===== config.mk =====
export PLATFORM = sky130hd
export DESIGN_NAME = serial_port_ctrl
export DESIGN_NICKNAME = d
export VERILOG_FILES = /design/src/rtl/sercore_pkg.sv /design/src/rtl/sercore_fifo.sv /design/src/rtl/sercore_tick.sv /design/src/rtl/sercore_tx.sv /design/src/rtl/sercore_rx.sv /design/src/rtl/serial_port_ctrl.sv
export SDC_FILE = /design/constraint.sdc
export NUM_CORES = 1
export LEC_CHECK = 0
export ABC_CLOCK_PERIOD_IN_PS = 4600
export BUFFER_PORTS_ARGS = -buffer_cell sky130_fd_sc_hd__buf_2
export CAP_MARGIN = 30
export CORE_MARGIN = 2
export CORE_UTILIZATION = 50
export DETAILED_ROUTE_END_ITERATION = 6
export GPL_ROUTABILITY_DRIVEN = 0
export PLACE_DENSITY = 0.66
export SYNTH_ARGS = -nofsm -noshare
export SYNTH_HDL_FRONTEND = slang
export SYNTH_SLANG_ARGS = --single-unit

===== constraint.sdc =====
create_clock -name clk -period 4.6 [get_ports clk]
set_input_delay 0.46 -clock clk [delete_from_list [all_inputs] [get_ports clk]]
set_output_delay 0.46 -clock clk [all_outputs]
set_load 0.05 [all_outputs]

===== src/rtl/sercore_pkg.sv =====
package sercore_pkg;
  // byte offsets on the register bus
  localparam int unsigned ADDR_W = 5;
  localparam logic [ADDR_W-1:0] OFF_RXD  = 5'h00;
  localparam logic [ADDR_W-1:0] OFF_TXH  = 5'h04;
  localparam logic [ADDR_W-1:0] OFF_CTRL = 5'h08;
  localparam logic [ADDR_W-1:0] OFF_STAT = 5'h0C;
  localparam logic [ADDR_W-1:0] OFF_DIV  = 5'h10;

  // control bit positions
  localparam int unsigned C_SOFT  = 31;
  localparam int unsigned C_TXCLR = 15;
  localparam int unsigned C_RXCLR = 14;
  localparam int unsigned C_BRK   = 11;
  // stored control bits: break request and interrupt enables 5:0
  localparam logic [31:0] CTRL_KEEP = 32'h0000_083F;

  // status bit positions
  localparam int unsigned S_TXE  = 13;
  localparam int unsigned S_TXF  = 11;
  localparam int unsigned S_TXI  = 6;
  localparam int unsigned S_TXR  = 5;
  localparam int unsigned S_RXR  = 4;

  typedef enum logic [2:0] {
    RX_HUNT, RX_START, RX_DATA, RX_STOP, RX_WAIT
  } rx_state_t;

  // assemble the status word
  function automatic logic [31:0] pack_status(input logic txe, input logic txf,
                                              input logic txi, input logic rxr,
                                              input logic [3:0] err);
    logic [31:0] s;
    s        = '0;
    s[S_TXE] = txe;
    s[S_TXF] = txf;
    s[S_TXI] = txi;
    s[S_TXR] = ~txf;
    s[S_RXR] = rxr;
    s[3:0]   = err;
    return s;
  endfunction

  // interrupt: enable bit k gates status bit k for k = 0..5
  function automatic logic irq_any(input logic [31:0] ctrl, input logic [31:0] stat);
    return |(ctrl[5:0] & stat[5:0]);
  endfunction
endpackage


===== src/rtl/sercore_fifo.sv =====
module sercore_fifo #(
  parameter int unsigned W     = 8,
  parameter int unsigned DEPTH = 32
) (
  input  logic                           clk,
  input  logic                           rst_n,
  input  logic                           clr,
  input  logic                           push,
  input  logic [W-1:0]                   din,
  input  logic                           pop,
  output logic [W-1:0]                   dout,
  output logic                           empty,
  output logic                           full,
  output logic [$clog2(DEPTH+1)-1:0]     level
);
  localparam int unsigned AW = (DEPTH > 1) ? $clog2(DEPTH) : 1;
  localparam int unsigned CW = $clog2(DEPTH+1);

  logic [W-1:0]  mem [DEPTH];
  logic [AW-1:0] wp, rp;
  logic [CW-1:0] cnt;
  logic          push_ok, pop_ok;

  assign full    = (cnt == CW'(DEPTH));
  assign empty   = (cnt == '0);
  assign push_ok = push && !full;
  assign pop_ok  = pop && !empty;
  assign dout    = mem[rp];
  assign level   = cnt;

  function automatic logic [AW-1:0] bump(input logic [AW-1:0] p);
    return (p == AW'(DEPTH-1)) ? '0 : p + AW'(1);
  endfunction

  always_ff @(posedge clk) begin
    if (push_ok) mem[wp] <= din;
  end

  always_ff @(posedge clk or negedge rst_n) begin
    if (!rst_n) begin
      wp <= '0; rp <= '0; cnt <= '0;
    end else if (clr) begin
      wp <= '0; rp <= '0; cnt <= '0;
    end else begin
      if (push_ok) wp <= bump(wp);
      if (pop_ok)  rp <= bump(rp);
      case ({push_ok, pop_ok})
        2'b10:   cnt <= cnt + CW'(1);
        2'b01:   cnt <= cnt - CW'(1);
        default: cnt <= cnt;
      endcase
    end
  end
endmodule


===== src/rtl/sercore_tick.sv =====
module sercore_tick #(
  parameter int unsigned DW = 10
) (
  input  logic          clk,
  input  logic          rst_n,
  input  logic          restart,
  input  logic [DW-1:0] div,
  output logic          tick
);
  logic [DW-1:0] cnt;

  assign tick = (div != '0) && (cnt == div - DW'(1));

  always_ff @(posedge clk or negedge rst_n) begin
    if (!rst_n)                       cnt <= '0;
    else if (restart || div == '0)    cnt <= '0;
    else if (tick)                    cnt <= '0;
    else                              cnt <= cnt + DW'(1);
  end
endmodule


===== src/rtl/sercore_tx.sv =====
module sercore_tx #(
  parameter int unsigned OS = 16
) (
  input  logic       clk,
  input  logic       rst_n,
  input  logic       restart,
  input  logic       tick,
  input  logic       q_empty,
  input  logic [7:0] q_data,
  output logic       pop,
  output logic       line,
  output logic       busy
);
  localparam int unsigned OW = $clog2(OS);

  logic [9:0]    frame;
  logic [3:0]    bitn;
  logic [OW-1:0] sub;

  assign pop  = tick && !busy && !q_empty;
  assign line = frame[0];

  always_ff @(posedge clk or negedge rst_n) begin
    if (!rst_n) begin
      busy <= 1'b0; frame <= '1; bitn <= '0; sub <= '0;
    end else if (restart) begin
      busy <= 1'b0; frame <= '1; bitn <= '0; sub <= '0;
    end else if (pop) begin
      busy  <= 1'b1;
      frame <= {1'b1, q_data, 1'b0};
      bitn  <= '0;
      sub   <= '0;
    end else if (busy && tick) begin
      if (sub == OW'(OS-1)) begin
        sub <= '0;
        if (bitn == 4'd9) begin
          busy  <= 1'b0;
          frame <= '1;
        end else begin
          frame <= {1'b1, frame[9:1]};
          bitn  <= bitn + 4'd1;
        end
      end else begin
        sub <= sub + OW'(1);
      end
    end
  end
endmodule


===== src/rtl/sercore_rx.sv =====
module sercore_rx
  import sercore_pkg::*;
#(
  parameter int unsigned OS = 16
) (
  input  logic       clk,
  input  logic       rst_n,
  input  logic       restart,
  input  logic       tick,
  input  logic       rxd_s,
  output logic       push,
  output logic [7:0] data,
  output logic       ferr,
  output logic       brk
);
  localparam int unsigned OW   = $clog2(OS);
  localparam int unsigned HALF = OS / 2;

  rx_state_t     st;
  logic [OW-1:0] sub;
  logic [2:0]    bitn;
  logic [7:0]    shreg;
  logic          at_end;

  assign at_end = tick && (st == RX_STOP) && (sub == OW'(OS-1));
  assign push   = at_end && rxd_s;
  assign brk    = at_end && !rxd_s && (shreg == 8'h00);
  assign ferr   = at_end && !rxd_s && (shreg != 8'h00);
  assign data   = shreg;

  always_ff @(posedge clk or negedge rst_n) begin
    if (!rst_n) begin
      st <= RX_HUNT; sub <= '0; bitn <= '0; shreg <= '0;
    end else if (restart) begin
      st <= RX_HUNT; sub <= '0; bitn <= '0; shreg <= '0;
    end else if (tick) begin
      case (st)
        RX_HUNT: if (!rxd_s) begin st <= RX_START; sub <= '0; end
        RX_START: begin
          if (sub == OW'(HALF-1)) begin
            sub <= '0; bitn <= '0;
            st  <= rxd_s ? RX_HUNT : RX_DATA;
          end else sub <= sub + OW'(1);
        end
        RX_DATA: begin
          if (sub == OW'(OS-1)) begin
            sub   <= '0;
            shreg <= {rxd_s, shreg[7:1]};
            if (bitn == 3'd7) st <= RX_STOP;
            else              bitn <= bitn + 3'd1;
          end else sub <= sub + OW'(1);
        end
        RX_STOP: begin
          if (sub == OW'(OS-1)) begin
            sub <= '0;
            st  <= rxd_s ? RX_HUNT : RX_WAIT;
          end else sub <= sub + OW'(1);
        end
        RX_WAIT: if (rxd_s) st <= RX_HUNT;
        default: st <= RX_HUNT;
      endcase
    end
  end
endmodule


===== src/rtl/serial_port_ctrl.sv =====
module serial_port_ctrl
  import sercore_pkg::*;
#(
  parameter int unsigned FIFO_DEPTH = 32,
  parameter int unsigned DIV_W      = 10,
  parameter int unsigned OVS        = 16
) (
  input  logic                clk,
  input  logic                rst_n,
  input  logic                bus_sel,
  input  logic                bus_we,
  input  logic [ADDR_W-1:0]   bus_addr,
  input  logic [31:0]         bus_wdata,
  output logic [31:0]         bus_rdata,
  input  logic                rxd,
  output logic                txd,
  output logic                irq
);
  localparam int unsigned LW = $clog2(FIFO_DEPTH+1);

  logic [31:0]      ctrl_q;
  logic [3:0]       err_q;
  logic [DIV_W-1:0] div_q;
  logic [1:0]       rx_sync;

  // named internal events
  logic wr, rd, wr_ctrl, wr_stat, wr_div;
  logic soft_rst, tx_clr, rx_clr, brk_on;
  logic tick;
  logic tx_push, tx_pop, tx_empty, tx_full, tx_busy, tx_line;
  logic rx_push, rx_pop, rx_empty, rx_full, rx_ferr, rx_brk;
  logic [7:0] tx_head, rx_head, rx_byte;
  logic [LW-1:0] tx_level, rx_level;
  logic [3:0] err_set, err_w1c;
  logic [31:0] stat_w;

  assign wr       = bus_sel && bus_we;
  assign rd       = bus_sel && !bus_we;
  assign wr_ctrl  = wr && (bus_addr == OFF_CTRL);
  assign wr_stat  = wr && (bus_addr == OFF_STAT);
  assign wr_div   = wr && (bus_addr == OFF_DIV);
  assign soft_rst = wr_ctrl && bus_wdata[C_SOFT];
  assign tx_clr   = soft_rst || (wr_ctrl && bus_wdata[C_TXCLR]);
  assign rx_clr   = soft_rst || (wr_ctrl && bus_wdata[C_RXCLR]);
  assign brk_on   = ctrl_q[C_BRK];
  assign tx_push  = wr && (bus_addr == OFF_TXH);
  assign rx_pop   = rd && (bus_addr == OFF_RXD);

  // sticky error sources: break, framing, parity (never in 8N1), overrun
  assign err_set  = {rx_brk, rx_ferr, 1'b0, rx_push && rx_full};
  assign err_w1c  = wr_stat ? bus_wdata[3:0] : 4'h0;

  always_ff @(posedge clk or negedge rst_n) begin
    if (!rst_n) begin
      ctrl_q  <= '0;
      err_q   <= '0;
      div_q   <= '0;
      rx_sync <= 2'b11;
    end else begin
      rx_sync <= {rx_sync[0], rxd};
      if (wr_div) div_q <= bus_wdata[DIV_W-1:0];
      if (soft_rst) begin
        ctrl_q <= '0;
        err_q  <= '0;
      end else begin
        if (wr_ctrl) ctrl_q <= bus_wdata & CTRL_KEEP;
        err_q <= (err_q & ~err_w1c) | err_set;
      end
    end
  end

  sercore_tick #(.DW(DIV_W)) u_tick (
    .clk(clk), .rst_n(rst_n), .restart(soft_rst || wr_div), .div(div_q), .tick(tick)
  );

  sercore_fifo #(.W(8), .DEPTH(FIFO_DEPTH)) u_txq (
    .clk(clk), .rst_n(rst_n), .clr(tx_clr), .push(tx_push), .din(bus_wdata[7:0]),
    .pop(tx_pop), .dout(tx_head), .empty(tx_empty), .full(tx_full), .level(tx_level)
  );

  sercore_fifo #(.W(8), .DEPTH(FIFO_DEPTH)) u_rxq (
    .clk(clk), .rst_n(rst_n), .clr(rx_clr), .push(rx_push), .din(rx_byte),
    .pop(rx_pop), .dout(rx_head), .empty(rx_empty), .full(rx_full), .level(rx_level)
  );

  sercore_tx #(.OS(OVS)) u_tx (
    .clk(clk), .rst_n(rst_n), .restart(soft_rst), .tick(tick), .q_empty(tx_empty),
    .q_data(tx_head), .pop(tx_pop), .line(tx_line), .busy(tx_busy)
  );

  sercore_rx #(.OS(OVS)) u_rx (
    .clk(clk), .rst_n(rst_n), .restart(soft_rst), .tick(tick), .rxd_s(rx_sync[1]),
    .push(rx_push), .data(rx_byte), .ferr(rx_ferr), .brk(rx_brk)
  );

  assign stat_w = pack_status(tx_empty, tx_full, tx_empty && !tx_busy, !rx_empty, err_q);
  assign txd    = brk_on ? 1'b0 : tx_line;
  assign irq    = irq_any(ctrl_q, stat_w);

  always_comb begin
    case (bus_addr)
      OFF_RXD:  bus_rdata = rx_empty ? 32'h0 : {24'h0, rx_head};
      OFF_CTRL: bus_rdata = ctrl_q;
      OFF_STAT: bus_rdata = stat_w;
      OFF_DIV:  bus_rdata = {{(32-DIV_W){1'b0}}, div_q};
      default:  bus_rdata = 32'h0;
    endcase
  end
endmodule


# ---- Yosys cells after proc, flatten, opt, wreduce, memory -nomap -nowiden
# Memories as Yosys holds them, arrays and structs flattened.
# Cells that the tools add are included.
dict set report word_totals {
  regBits 127
  mem_bits_rw 512
  in_bits 42
  output_inout_bits 34
  mem_count 2
}
# memory depth word_bits rd rd_clocked_by_memory_dff write_ports line_no
set mem_list {}
lappend mem_list {u_rxq.mem 32 8 1 0 1 sercore_fifo.sv:19} ;# logic [W-1:0] mem [DEPTH];
lappend mem_list {u_txq.mem 32 8 1 0 1 sercore_fifo.sv:19}
dict set report op_classes {
  addsub 14
  eq_ne 32
  mux 75
  bitwise 5
  n_reduce_logical 69
}
# op count
set op_table {}
lappend op_table {{case mux 32 bit (4 select lines)} 1}
lappend op_table {{2-to-1 mux 32 bit} 2}
lappend op_table {{2-to-1 mux 4 bit} 16}
lappend op_table {{2-to-1 mux 10 bit} 6}
lappend op_table {{2-to-1 mux 5 bit} 12}
lappend op_table {{2-to-1 mux 3 bit} 14}
lappend op_table {{2-to-1 mux 8 bit} 5}
lappend op_table {{logical AND 1 bit} 26}
lappend op_table {{== test 5 bit (second input constant)} 5}
lappend op_table {{case mux 6 bit (2 select lines)} 2}
lappend op_table {{adder 5 x 1 -> 5 bit (second input constant)} 4}
lappend op_table {{nonzero test 3 bit} 6}
lappend op_table {{nonzero test 2 bit} 8}
lappend op_table {{!= test 3 bit (second input constant)} 5}
lappend op_table {{case mux 3 bit (5 select lines)} 1}
lappend op_table {{adder 4 x 1 -> 4 bit (second input constant)} 3}
lappend op_table {{adder 6 x 1 -> 6 bit (second input constant)} 2}
lappend op_table {{== test 4 bit (second input constant)} 3}
lappend op_table {{== test 6 bit (second input constant)} 2}
lappend op_table {{logical NOT 6 bit} 2}
lappend op_table {{2-to-1 mux 6 bit} 2}
lappend op_table {{case mux 4 bit (3 select lines)} 1}
lappend op_table {{AND reduction 3 bit} 4}
lappend op_table {{subtractor 6 x 1 -> 6 bit (second input constant)} 2}
lappend op_table {{36 further kinds} 61}

# ---- Logic depth before layout (Yosys ltp)
dict set report depth {
  ltp_word 10
  depth_mapped 17
  ltp_nobuf 16
}

# ---- By module
# Synthesis repeated with hierarchy kept, for this count alone.
dict set report unflattened {
  hier_cells 1483
  hier_area_um2 26193.9
}
# module n_inst cells_per_inst area_per_inst_um2 seq_area_each_um2
set modules_own_cells {}
lappend modules_own_cells {{sercore_fifo at u_txq} 1 521 10953.0 8087.8}
lappend modules_own_cells {{sercore_fifo at u_rxq} 1 518 10931.7 8087.8}
lappend modules_own_cells {serial_port_ctrl 1 157 1480.2 578.1}
lappend modules_own_cells {sercore_rx 1 110 1063.5 450.4}
lappend modules_own_cells {sercore_tx 1 85 940.9 461.7}
lappend modules_own_cells {sercore_tick 1 92 824.5 250.2}

# ---- Worst setup path after synthesis
# OpenSTA, ideal clock, no wires.
dict set report synth_path {
  path_type {register to register}
  start {register div_q[0]}
  end {register u_txq.cnt[5], in the netlist u_txq.level[5]}
  setup_ns 0.079
  arrival_time_ns 3.953
  path_slack_ns 0.568
  stages_incl_launch_ff 18
  period_less_slack_ns 4.032
  cell_sequence {dfrtp_1 -> inv_1 -> ha_1 -> or3b_2 -> nor4_1 -> o211a_1 -> o21a_2 -> nand3_1 -> clkbuf_1 -> nor2_1 -> ha_1 -> a21o_1 -> a21oi_1 -> o21bai_1 -> a21oi_1 -> nor3_1 -> a21oi_1 -> mux2i_1}
}
dict set report synth_via {
  elab_chain_len 9
  elab_cells_between_ends 12
}
# element line_no
set synth_lines {}
lappend synth_lines {{from (decl)} serial_port_ctrl.sv:23} ;# logic [DIV_W-1:0] div_q;
lappend synth_lines {{from (signal assigned)} serial_port_ctrl.sv:61} ;# if (wr_div) div_q <= bus_wdata[DIV_W-1:0];
lappend synth_lines {{subtractor 10 x 1 -> 10 bit} sercore_tick.sv:12} ;# assign tick = (div != '0) && (cnt == div - DW'(1));
lappend synth_lines {{== test 10 bit} sercore_tick.sv:12}
lappend synth_lines {{logical AND 1 bit (*)} sercore_tick.sv:12}
lappend synth_lines {{logical AND 1 bit (*) (2 in a row)} sercore_tx.sv:20} ;# assign pop = tick && !busy && !q_empty;
lappend synth_lines {{logical AND 1 bit (*)} sercore_fifo.sv:27} ;# assign pop_ok = pop && !empty;
lappend synth_lines {{== test 2 x 1 -> 1 bit or == test 2 bit (tied branches)} sercore_fifo.sv:47} ;# case ({push_ok, pop_ok})
lappend synth_lines {{case mux 6 bit (2 select lines)} sercore_fifo.sv:47}
lappend synth_lines {{2-to-1 mux 6 bit} sercore_fifo.sv:42} ;# end else if (clr) begin
lappend synth_lines {{to (signal assigned)} sercore_fifo.sv:48} ;# 2'b10: cnt <= cnt + CW'(1);
lappend synth_lines {{to (signal assigned)} sercore_fifo.sv:49} ;# 2'b01: cnt <= cnt - CW'(1);
lappend synth_lines {{to (signal assigned)} sercore_fifo.sv:50} ;# default: cnt <= cnt;
lappend synth_lines {{to (decl)} sercore_fifo.sv:21} ;# logic [CW-1:0] cnt;
# Every way passes the cells marked *; elsewhere a longest branch is shown, timed or not.
# A chain may end at the register's enable or synchronous reset.

# ---- Worst setup path after layout
# Same ends and word-level chain as after synthesis.

==> flow_summary_export.csv <==
group,metric,value,unit
die,num_rows,83,
timing,finalSetupViolations,0,
final_layout,drive_above_1_share,25.6,%
timing,fin_crit_sh,89.8,%
setup_path,cp_max_fo,6,
routing,drcViolationCount,0,
timing,maxClockFrequency,0.242,GHz
logic_synthesis,yosysMostFrequentCell,"edfxtp_1",
logic_synthesis,ys_top_cells_by_area,"edfxtp_1, mux4_2, dfrtp_1",
power_and_ir_drop,comb_power_share,15.5,%
power_and_ir_drop,power.internal,10.1,mW
setup_path,rr_worst_depth,17,
global_routing,grt_antenna_before_repair,4,
placement,dpl_worst_slack,0.519,ns
clock_network,cts_root_buf,"clkbuf_16",
global_routing,grtUsageMet2,34.0,%
timing,rsz0062_at_grt,"no",
clock_network,numCtsBuffers,66,
final_layout,finalNonFillerCells,2326,
logic_synthesis,syn_area_per_cell,17.3,µm²
min_path,hold_class,"input port to asynchronous set/reset pin",
power_and_ir_drop,p_clk_share,36.1,%
global_routing,grt_first_pass_wirelength,84300,µm
die,die_area,53600,µm²
final_layout,nFillCells,3864,
power_and_ir_drop,seq_power_share,48.5,%
final_layout,syn_to_final_growth,13.0,%
timing,relSlewSlack,22.4,%
setup_path,rr_endpoint,"u_txq.level[5]",
timing,worst_slack,0.468,ns
clock_network,clkTransAtPathRegs,0.06,ns
placement,place_inst,2203,
routing,drt_first_iter_violations,1206,
logic_synthesis,synth_area_leader_cell,"edfxtp_1",
setup_path,r2r-start,"div_q[0]",
global_routing,met1_usage,28.9,%
placement,port_buffers,37,
clock_network,clk_path_buf_depth,3,
routing,ant_nets,0,
clock_network,clock_sinks,613,
global_routing,grt_max_degree,72,
timing,tns,0,ns
die,core,51200,µm²
die,pin_count,76,
logic_synthesis,async_flop_share,16.5,%
timing,period_minus_slack,4.13,ns
timing,finalHoldViolations,3,
timing,holdWs,-0.000780,ns
global_routing,use_met3,4.91,%
logic_synthesis,yosys_warnings,0,
timing,finClkSkew,0.0235,ns
final_layout,antenna_cells,0,
logic_synthesis,synth_top_area_share,59.4,%
power_and_ir_drop,swShare,26.5,%
power_and_ir_drop,p_sw,3.64,mW
routing,wl_per_cell,23.6,µm
final_layout,nets,1666,
global_routing,top_usage_layer,"met2",
logic_synthesis,synth_top_flop_cell,"edfxtp_1",
setup_path,cp-end-kind,"register",
timing,tightest_slew,1.15,ns
status,status,"complete, but fails checks",
clock_network,cts_tree,"yes",
routing,viasPerCell,5.94,
status,violations,"negative hold slack",
timing,slew_violations,0,
global_routing,grt.overflow.total,0,
placement,dpl.hpwl,35300,µm
clock_network,cts_max_level,3,
power_and_ir_drop,pwr_density_cell,471,nW/µm²
clock_network,insertion_delay,0.61,ns
routing,num_vias,13800,
setup_path,crit_path_start_kind,"register",
global_routing,grt_pass1_vias,13900,
setup_path,worstSetupPathType,"register to register",
die,start_util,50.6,%
logic_synthesis,seq_area_frac_synth,69.2,%
global_routing,track_usage,21.1,%
setup_path,cp.arrival,4.65,ns
logic_synthesis,ys_top_cells_by_count,"edfxtp_1, mux4_2, nor2_1",
setup_path,ff2ff_setup_slack,0.47,ns
run,timing.max_cap.violations,0,
die,die_h,232,µm
power_and_ir_drop,ir_worst_vdd,0.372,mV
logic_synthesis,synth_edf_count,512,
routing,wirelength,54900,µm
setup_path,worstPathRequired,5.12,ns
power_and_ir_drop,power_leakage,9.86,nW
logic_synthesis,ys_ff_latch,613,
logic_synthesis,synthDistinctLibCells,75,
logic_synthesis,syn_area,25900,µm²
die,die_x,232,µm
logic_synthesis,synthCells,1495,
routing,drt_pre_antenna_iters,7,
-- per-stage QoR --
step           hold slack (ns)  total power, mW  area [µm²]  utilization, %
4_1_cts                 0.0163             13.9       29200            57.1
5_1_grt                 0.0570             14.3       29200            57.1
3_5_place_dp             0.350             8.93       27200            53.0
3_3_place_gp             0.346             8.84       27000            52.7
6_report             -0.000780             13.8       29200            57.1
2_1_floorplan            0.164             8.27       26000               -
-- power by group through the flow --
stage / clock network (mW) / registers, mW / logic, mW
2_1_floorplan: 0 / 6.47 / 1.80
3_3_place_gp: 0 / 6.81 / 2.03
3_5_place_dp: 0 / 6.79 / 2.13
6_report: 4.97 / 6.68 / 2.13
4_1_cts: 5.07 / 6.68 / 2.14
5_1_grt: 5.29 / 6.74 / 2.30
-- worst max-delay path, stage by stage (launching register included) --
cell,delay (ns)
dfrtp_1,0.44
inv_1,0.12
ha_1,0.27
or3b_2,0.52
nor4_1,0.46
o211a_1,0.26
o21a_2,0.19
nand3_1,0.11
nor2_1,0.13
buf_4,0.15
ha_1,0.23
a21o_1,0.17
a21oi_1,0.25
o21bai_1,0.09
a21oi_1,0.21
nor3_1,0.07
a21oi_1,0.16
mux2i_1,0.20
-- registers in the layout, indices dropped and copies added, names as in the netlist, 5 cells and up --
name         count
u_txq.rp         5
u_txq.level      6
u_tick.cnt      10
div_q           10
u_tx.frame       9
u_txq.wp         5
u_txq.mem      256
u_rxq.mem      256
u_rxq.rp         5
ctrl_q           7
u_rx.data        8
u_rxq.level      6
u_rxq.wp         5
-- logic make-up (layout without fill, tap and decap cells) --
logic type	Yosys count	count (layout)	synth area share, %
XOR/XNOR	30	30	1.04
flip-flops	613	613	69.2
multiplexers	193	193	15.3
AO/OA/AOI/OAI	157	157	4.23
buffers and inverters	116	248	2.13
other	1	20	0.0145
AND/OR/NAND/NOR	354	354	6.55
adder cells (fa/ha/maj)	31	31	1.53
-- metal layers --
layer  wire length [µm]  part of all wire [%]  vias to the layer above
li1                   -                     -                     6103
met1              23200                    42                     7157
met2              26800                    49                      433
met3               3480                   6.3                      110
met4               1430                   2.6                        8
met5                 46                 0.084                        -
-- how the worst max path moves through the flow --
| stage | start | endpoint | cells past startpoint |
|---|---|---|---|
| floorplan | div_q[0] | u_txq.level[5] | 17 |
| global placement | div_q[0] | u_txq.level[5] | 17 |
| detailed placement | div_q[0] | u_txq.level[5] | 17 |
| CTS | u_rxq.rp[0] | bus_rdata[3] | 6 |
| global route | div_q[0] | u_txq.level[5] | 17 |
| finish | div_q[0] | u_txq.level[5] | 17 |
-- area by class of cell --
class | instances | area (µm²) | share of cell area, %
Clock buffer | 81 | 1720 | 5.88
Clock inverter | 40 | 337 | 1.15
Inverter | 22 | 82.6 | 0.282
Multi-Input combinational cell | 785 | 7490 | 25.6
Sequential cell | 613 | 17900 | 61.3
Tap cell | 680 | 851 | 2.91
Timing Repair Buffer | 105 | 828 | 2.83
-- cell usage in the layout (no fill, tap or decap), types with 13 or more instances in the layout --
cell type and n:
ha_1 30, clkinv_2 16, inv_1 22, mux2i_1 15
mux2_2 18, nor4_1 13, dfrtp_1 86, clkbuf_1 14
edfxtp_1 512, xor2_1 14, nor3_1 16, a21oi_1 34
nand3_1 29, conb_1 20, clkbuf_16 66, buf_4 60
mux4_2 160, nor2_1 149, xnor2_1 15, nand2_1 68
buf_2 36, o21ai_0 43
-- what timing repair did --
action	4_1_cts	5_1_grt
setup buffers	0	0
gates resized for setup	0	0
endpoints found under the hold margin	1	0
hold buffers	1	0
Power figures use the tool's default switching activity.
